## config.mk

```make
export PLATFORM = sky130hd
export DESIGN_NAME = mbus_ram_io
export DESIGN_NICKNAME = d
export VERILOG_FILES = /design/src/rtl/mbus_pkg.sv /design/src/rtl/mbus_latch.sv /design/src/rtl/mbus_ram.sv /design/src/rtl/mbus_ioregs.sv /design/src/rtl/mbus_ram_io.sv
export SDC_FILE = /design/constraint.sdc
export NUM_CORES = 2
export LEC_CHECK = 0
export BUFFER_PORTS_ARGS = -buffer_cell sky130_fd_sc_hd__buf_2
export CORE_MARGIN = 1.5
export CORE_UTILIZATION = 60
export DETAILED_ROUTE_END_ITERATION = 10
export PLACE_DENSITY = 0.79
export RECOVER_POWER = 50
export SYNTH_ARGS = -nofsm -noshare
export SYNTH_HDL_FRONTEND = slang
export SYNTH_SLANG_ARGS = --single-unit
```

## constraint.sdc

```tcl
create_clock -name clk -period 11.26 [get_ports clk]
set_input_delay 0 -clock clk [delete_from_list [all_inputs] [get_ports clk]]
set_output_delay 0 -clock clk [all_outputs]
set_load 0.005 [all_outputs]
```

## src/rtl/mbus_pkg.sv

```systemverilog
package mbus_pkg;

  typedef enum logic [1:0] {
    PC_ALL_IN  = 2'b00,
    PC_CTL_A   = 2'b01,
    PC_CTL_AB  = 2'b10,
    PC_ALL_OUT = 2'b11
  } pc_mode_e;

  // Configuration byte, low nibble: {pc_mode[3:2], pb_dir[1], pa_dir[0]}
  typedef struct packed {
    pc_mode_e pc_mode;
    logic     pb_dir;
    logic     pa_dir;
  } cfg_t;

  localparam int CFG_W = $bits(cfg_t);

  // Register-space offsets
  localparam int unsigned REG_CFG = 0;
  localparam int unsigned REG_PA  = 1;
  localparam int unsigned REG_PB  = 2;
  localparam int unsigned REG_PC  = 3;

  // Port C handshake bit roles
  localparam int PC_A_STB = 2;
  localparam int PC_B_STB = 5;

endpackage

```

## src/rtl/mbus_latch.sv

```systemverilog
module mbus_latch #(
  parameter int ADDR_W         = 8,
  parameter int DATA_W         = 8,
  parameter bit CE_ACTIVE_HIGH = 1'b0
) (
  input  logic              clk,
  input  logic              rst,
  input  logic              ale,
  input  logic              ce_sel,
  input  logic              io_sel,
  input  logic              wr_n,
  input  logic [DATA_W-1:0] ad_in,
  output logic [ADDR_W-1:0] addr_q,
  output logic              ce_q,
  output logic              io_q,
  output logic              wr_commit,
  output logic [DATA_W-1:0] wr_data
);

  logic              ce_act;
  logic              ale_q;
  logic              wr_q;
  logic [DATA_W-1:0] ad_d;
  logic              ce_d;
  logic              io_d;

  generate
    if (CE_ACTIVE_HIGH) begin : g_ce_hi
      assign ce_act = ce_sel;
    end else begin : g_ce_lo
      assign ce_act = ~ce_sel;
    end
  endgenerate

  always_ff @(posedge clk) begin
    if (rst) begin
      ale_q  <= 1'b0;
      wr_q   <= 1'b1;
      ad_d   <= '0;
      ce_d   <= 1'b0;
      io_d   <= 1'b0;
      addr_q <= '0;
      ce_q   <= 1'b0;
      io_q   <= 1'b0;
    end else begin
      ale_q <= ale;
      wr_q  <= wr_n;
      ad_d  <= ad_in;
      ce_d  <= ce_act;
      io_d  <= io_sel;
      if (ale_q && !ale) begin
        addr_q <= ad_d[ADDR_W-1:0];
        ce_q   <= ce_d;
        io_q   <= io_d;
      end
    end
  end

  // Rising edge of the write strobe; data is the byte seen while it was low
  assign wr_commit = ~wr_q & wr_n;
  assign wr_data   = ad_d;

endmodule

```

## src/rtl/mbus_ram.sv

```systemverilog
module mbus_ram #(
  parameter int ADDR_W = 8,
  parameter int DATA_W = 8
) (
  input  logic              clk,
  input  logic              we,
  input  logic [ADDR_W-1:0] addr,
  input  logic [DATA_W-1:0] wdata,
  output logic [DATA_W-1:0] rdata
);

  localparam int DEPTH = 1 << ADDR_W;

  logic [DATA_W-1:0] mem [DEPTH];

  always_ff @(posedge clk) begin
    if (we) mem[addr] <= wdata;
  end

  assign rdata = mem[addr];

endmodule

```

## src/rtl/mbus_ioregs.sv

```systemverilog
module mbus_ioregs
  import mbus_pkg::*;
#(
  parameter int ADDR_W = 8,
  parameter int DATA_W = 8,
  parameter int PC_W   = 6
) (
  input  logic              clk,
  input  logic              rst,
  input  logic              we,
  input  logic [ADDR_W-1:0] addr,
  input  logic [DATA_W-1:0] wdata,
  input  logic [DATA_W-1:0] pa_in,
  input  logic [DATA_W-1:0] pb_in,
  input  logic [PC_W-1:0]   pc_in,
  output logic [DATA_W-1:0] pa_out,
  output logic [DATA_W-1:0] pa_oe,
  output logic [DATA_W-1:0] pb_out,
  output logic [DATA_W-1:0] pb_oe,
  output logic [PC_W-1:0]   pc_out,
  output logic [PC_W-1:0]   pc_oe,
  output logic [DATA_W-1:0] rdata
);

  localparam logic [PC_W-1:0] A_STB_M = PC_W'(1) << PC_A_STB;
  localparam logic [PC_W-1:0] B_STB_M = PC_W'(1) << PC_B_STB;

  cfg_t cfg;

  always_ff @(posedge clk) begin
    if (rst) begin
      cfg    <= '0;
      pa_out <= '0;
      pb_out <= '0;
      pc_out <= '0;
    end else if (we) begin
      case (addr)
        ADDR_W'(REG_CFG): cfg    <= cfg_t'(wdata[CFG_W-1:0]);
        ADDR_W'(REG_PA):  pa_out <= wdata;
        ADDR_W'(REG_PB):  pb_out <= wdata;
        ADDR_W'(REG_PC):  pc_out <= wdata[PC_W-1:0];
        default: ;
      endcase
    end
  end

  assign pa_oe = {DATA_W{cfg.pa_dir}};
  assign pb_oe = {DATA_W{cfg.pb_dir}};

  always_comb begin
    case (cfg.pc_mode)
      PC_ALL_IN:  pc_oe = '0;
      PC_CTL_A:   pc_oe = ~A_STB_M;
      PC_CTL_AB:  pc_oe = ~(A_STB_M | B_STB_M);
      default:    pc_oe = '1;
    endcase
  end

  always_comb begin
    case (addr)
      ADDR_W'(REG_CFG): rdata = DATA_W'(cfg);
      ADDR_W'(REG_PA):  rdata = (pa_out & pa_oe) | (pa_in & ~pa_oe);
      ADDR_W'(REG_PB):  rdata = (pb_out & pb_oe) | (pb_in & ~pb_oe);
      ADDR_W'(REG_PC):  rdata = DATA_W'((pc_out & pc_oe) | (pc_in & ~pc_oe));
      default:          rdata = '0;
    endcase
  end

endmodule

```

## src/rtl/mbus_ram_io.sv

```systemverilog
module mbus_ram_io #(
  parameter int ADDR_W         = 8,
  parameter int DATA_W         = 8,
  parameter int PC_W           = 6,
  parameter bit CE_ACTIVE_HIGH = 1'b0
) (
  input  logic              clk,
  input  logic              rst,
  input  logic              ale,
  input  logic              ce_sel,
  input  logic              io_sel,
  input  logic              rd_n,
  input  logic              wr_n,
  input  logic [DATA_W-1:0] ad_in,
  output logic [DATA_W-1:0] ad_out,
  output logic              ad_oe,
  input  logic [DATA_W-1:0] pa_in,
  output logic [DATA_W-1:0] pa_out,
  output logic [DATA_W-1:0] pa_oe,
  input  logic [DATA_W-1:0] pb_in,
  output logic [DATA_W-1:0] pb_out,
  output logic [DATA_W-1:0] pb_oe,
  input  logic [PC_W-1:0]   pc_in,
  output logic [PC_W-1:0]   pc_out,
  output logic [PC_W-1:0]   pc_oe
);

  logic [ADDR_W-1:0] addr_q;
  logic              ce_q;
  logic              io_q;
  logic              wr_commit;
  logic [DATA_W-1:0] wr_data;
  logic [DATA_W-1:0] mem_rdata;
  logic [DATA_W-1:0] reg_rdata;
  logic              mem_we;
  logic              reg_we;

  mbus_latch #(
    .ADDR_W(ADDR_W), .DATA_W(DATA_W), .CE_ACTIVE_HIGH(CE_ACTIVE_HIGH)
  ) u_latch (
    .clk(clk), .rst(rst), .ale(ale), .ce_sel(ce_sel), .io_sel(io_sel),
    .wr_n(wr_n), .ad_in(ad_in), .addr_q(addr_q), .ce_q(ce_q), .io_q(io_q),
    .wr_commit(wr_commit), .wr_data(wr_data)
  );

  assign mem_we = wr_commit & ce_q & ~io_q;
  assign reg_we = wr_commit & ce_q & io_q;

  mbus_ram #(.ADDR_W(ADDR_W), .DATA_W(DATA_W)) u_ram (
    .clk(clk), .we(mem_we), .addr(addr_q), .wdata(wr_data), .rdata(mem_rdata)
  );

  mbus_ioregs #(.ADDR_W(ADDR_W), .DATA_W(DATA_W), .PC_W(PC_W)) u_regs (
    .clk(clk), .rst(rst), .we(reg_we), .addr(addr_q), .wdata(wr_data),
    .pa_in(pa_in), .pb_in(pb_in), .pc_in(pc_in),
    .pa_out(pa_out), .pa_oe(pa_oe), .pb_out(pb_out), .pb_oe(pb_oe),
    .pc_out(pc_out), .pc_oe(pc_oe), .rdata(reg_rdata)
  );

  assign ad_oe  = ~rd_n & ce_q;
  assign ad_out = ad_oe ? (io_q ? reg_rdata : mem_rdata) : '0;

endmodule

```

==> impl_metrics.yaml <==
global_route:
  grt_util_all_layers: 0.309
  grt-ovfl-total: 0
  grt_pass1_vias: 43300
  grt_pass1_wl_mm: 307
  grt_max_degree: 193
  antenna_found_initial: 12
worst_setup_path:
  critPathKind: "reg2reg"
  cpPeakStageDelay_ns: 3.48
  r2r_start: "u_latch.wr_data[3]$_SDFF_PP0_"
  crit_chain: "clkbuf_1"
  worst-path-max-fanout: 108
  critPathLaunchType: "flop"
  critPathLaunch: "u_latch.wr_data[3]$_SDFF_PP0_"
  critPathRequiredTime_ns: 11.16
  crit_buf_inv: 1
  critPathTopFamily: "buffers and inverters"
  cp.arrival_ns: 7.44
  slowest_stage: "clkbuf_1"
  crit_path_end_kind: "flop"
finish:
  fillers: 8374
  final_cells: 6196
  finalNetCount: 4297
  final_layout_size_suffix_gt1_frac: 0.185
  areaGrowthSynthToFinish_pct: 9.68
  multi_input_area_um2: 18000
  seqCellArea_um2: 62600
clock_tree:
  cts_tree: "built"
  h-tree-depth: 4
  clk_latency_ns: 0.82
  cts_resized: 0
  cts_inserted_buffers: 196
  cts_root_buf: "clkbuf_16"
  clkTransAtPathRegs_ns: 0.06
  clock-sinks: 2104
  cts_buffer_depth: 3
min_path:
  worstHoldStart: "ale"
  hold_class: "in2reg"
synthesis:
  synth-seq-cells: 2104
  syn_nets: 4159
  synthArstFlopShare: 0
  yosys-top-cells-count: "edfxtp_1, mux4_2, nor2_1, mux2i_1, nand2_1"
  yosysWarnings: 0
  syn_area_um2: 82300
  syn_inst: 4122
  seq_area_frac_synth: 0.761
  yosys.area.top_type: "edfxtp_1"
  synth_ff_type: "edfxtp_1"
  yosys-top-cells-area: "edfxtp_1, mux4_2, mux2i_1, nor2_1, dfxtp_1"
  synth.distinct_cells: 72
  synth_top_area_share: 0.747
  synth_edf_count: 2048
  synth_area_per_cell_um2: 20.0
  synth_most_common_cell: "edfxtp_1"
sta:
  tightestPinTransition_ns: 4.84
  hold_ws_ns: 0.298
  tns_ns: 0
  relSlewSlack: -2.23
  hold_viol: 0
  finalSetupViolCount: 0
  fin_ws_ns: 3.73
  finalCritPeriodShare: 0.669
  finClkSkew_ns: 0.0335
  period_needed_ns: 7.53
  clock.fmax_ghz: 0.133
  rsz0062_at_grt: "no"
  drv_slew: 1763
detailed_routing:
  routed_via_density: 7.09
  first_pass_iters: 6
  routed_wl_mm: 215
  antenna_left: 0
  drt_iter0_drc: 6733
  avgRoutedWirePerCell_um: 34.7
  num_vias: 43900
  drc_errors: 0
pwr:
  ir_worst_vdd_uv: 165
  power_density_nw_per_um2: 169
  p_total_uw: 15300
  p_leak_uw: 0.0273
floorplan:
  core_um2: 136000
  initial_utilization: 0.606
  io_pins: 90
  die_h_um: 373
  die_x_um: 373
  dieArea_um2: 139000
  rows: 135
placement:
  gp_congestion: 0.920
  io_buffers: 89
  place_inst: 5807
  dp_hpwl_mm: 126
  pre_cts_slack_ns: 5.71
status:
  violations: "max-capacitance violations, max-slew violations"
  outcome: "finished with violations"
run:
  maxCapViolCount: 23
==> metrics by stage <==
stage,cell area (um2),utilization
finish,90300,0.665
global route,90300,0.665
CTS,90400,0.665
detailed placement,84000,0.619
global placement,84000,0.619
floorplan,82300,-
==> kinds of logic (layout without fill, tap and decap cells) <==
group,Yosys count,after routing,share of synthesized area
DFF,2104,2104,0.761
other,0,2,0
muxes,695,695,0.148
AOI/OAI and AO/OA,394,394,0.0331
and+or+nand+nor,659,659,0.0359
buffers and inverters,270,561,0.0217
==> cell usage in the layout, fill, tap and decap left out, types with 7 or more instances in the layout <==
cell	instances
edfxtp_1	2048
mux4_2	385
nor2_1	336
mux2i_1	279
clkbuf_16	199
nand2_1	125
o22ai_1	94
clkbuf_1	75
buf_2	72
a21oi_1	63
buf_4	61
a22oi_1	52
dfxtp_1	52
clkinv_1	51
o221ai_1	43
o21ai_0	38
dlygate4sd3_1	36
nand3_1	35
mux4_1	27
nor3_1	25
a211oi_1	24
clkinv_2	24
nor4_1	22
nor2b_1	20
a2111oi_0	20
nand4_1	15
and2_1	14
bufinv_16	10
or3_1	8
inv_6	8
nand3b_1	7
or4_1	7
a22o_1	7
clkinvlp_4	7
==> cell type report <==
| cell class | count | share of cell area |
|---|---|---|
| Antenna cell | 2 | 0.0000554 |
| Inverter | 4 | 0.000194 |
| Timing Repair Buffer | 206 | 0.0157 |
| Tap cell | 1781 | 0.0247 |
| Clock inverter | 105 | 0.00907 |
| Sequential cell | 2104 | 0.694 |
| Clock buffer | 246 | 0.0575 |
| Multi-Input combinational cell | 1748 | 0.199 |
==> layer usage <==
layer | up-vias | track usage | routed length (um)
met4 | 6 | 0.160 | 12800
met5 | - | 0 | 42
met2 | 3576 | 0.469 | 99000
li1 | 17300 | - | -
met3 | 675 | 0.0964 | 29400
met1 | 22400 | 0.406 | 73400
==> repair_timing <==
item / in CTS / in global routing
hold endpoints to repair: 56 / 0
buffers inserted: 0 / 0
hold buffers: 36 / 0
==> report_power, final <==
part	switching, uW	internal (uW)	leakage, uW
clock network	2820	3480	0.00291
registers	45.4	8610	0.0192
logic	226	96.3	0.00524
==> registers in the layout, summed over array words and instances (netlist names), named ones only <==
signal	count
u_regs.pa_oe	1
u_regs.pb_out	8
u_latch.io_d	1
u_ram.mem	2048
u_latch.ce_q	1
u_latch.addr_q	8
u_regs.pb_oe	1
u_latch.ce_d	1
u_regs.pa_out	8
u_latch.io_q	1
u_latch.wr_data	8
u_regs.pc_out	6
u_latch.wr_q	1
u_latch.ale_q	1
u_regs.cfg	2
==> worst paths after layout <==
path / to / slack, ns / cells past startpoint
worst min register to register: u_latch.io_q$_SDFFE_PP0P_ / 0.46 / 2
worst max register to register: u_ram.mem[101][3]$_DFFE_PP_ / 3.73 / 1
worst max-delay path: u_ram.mem[101][3]$_DFFE_PP_ / 3.73 / 1
worst min-delay path: u_latch.io_q$_SDFFE_PP0P_ / 0.30 / 5
(Power assumes the default switching activity.)
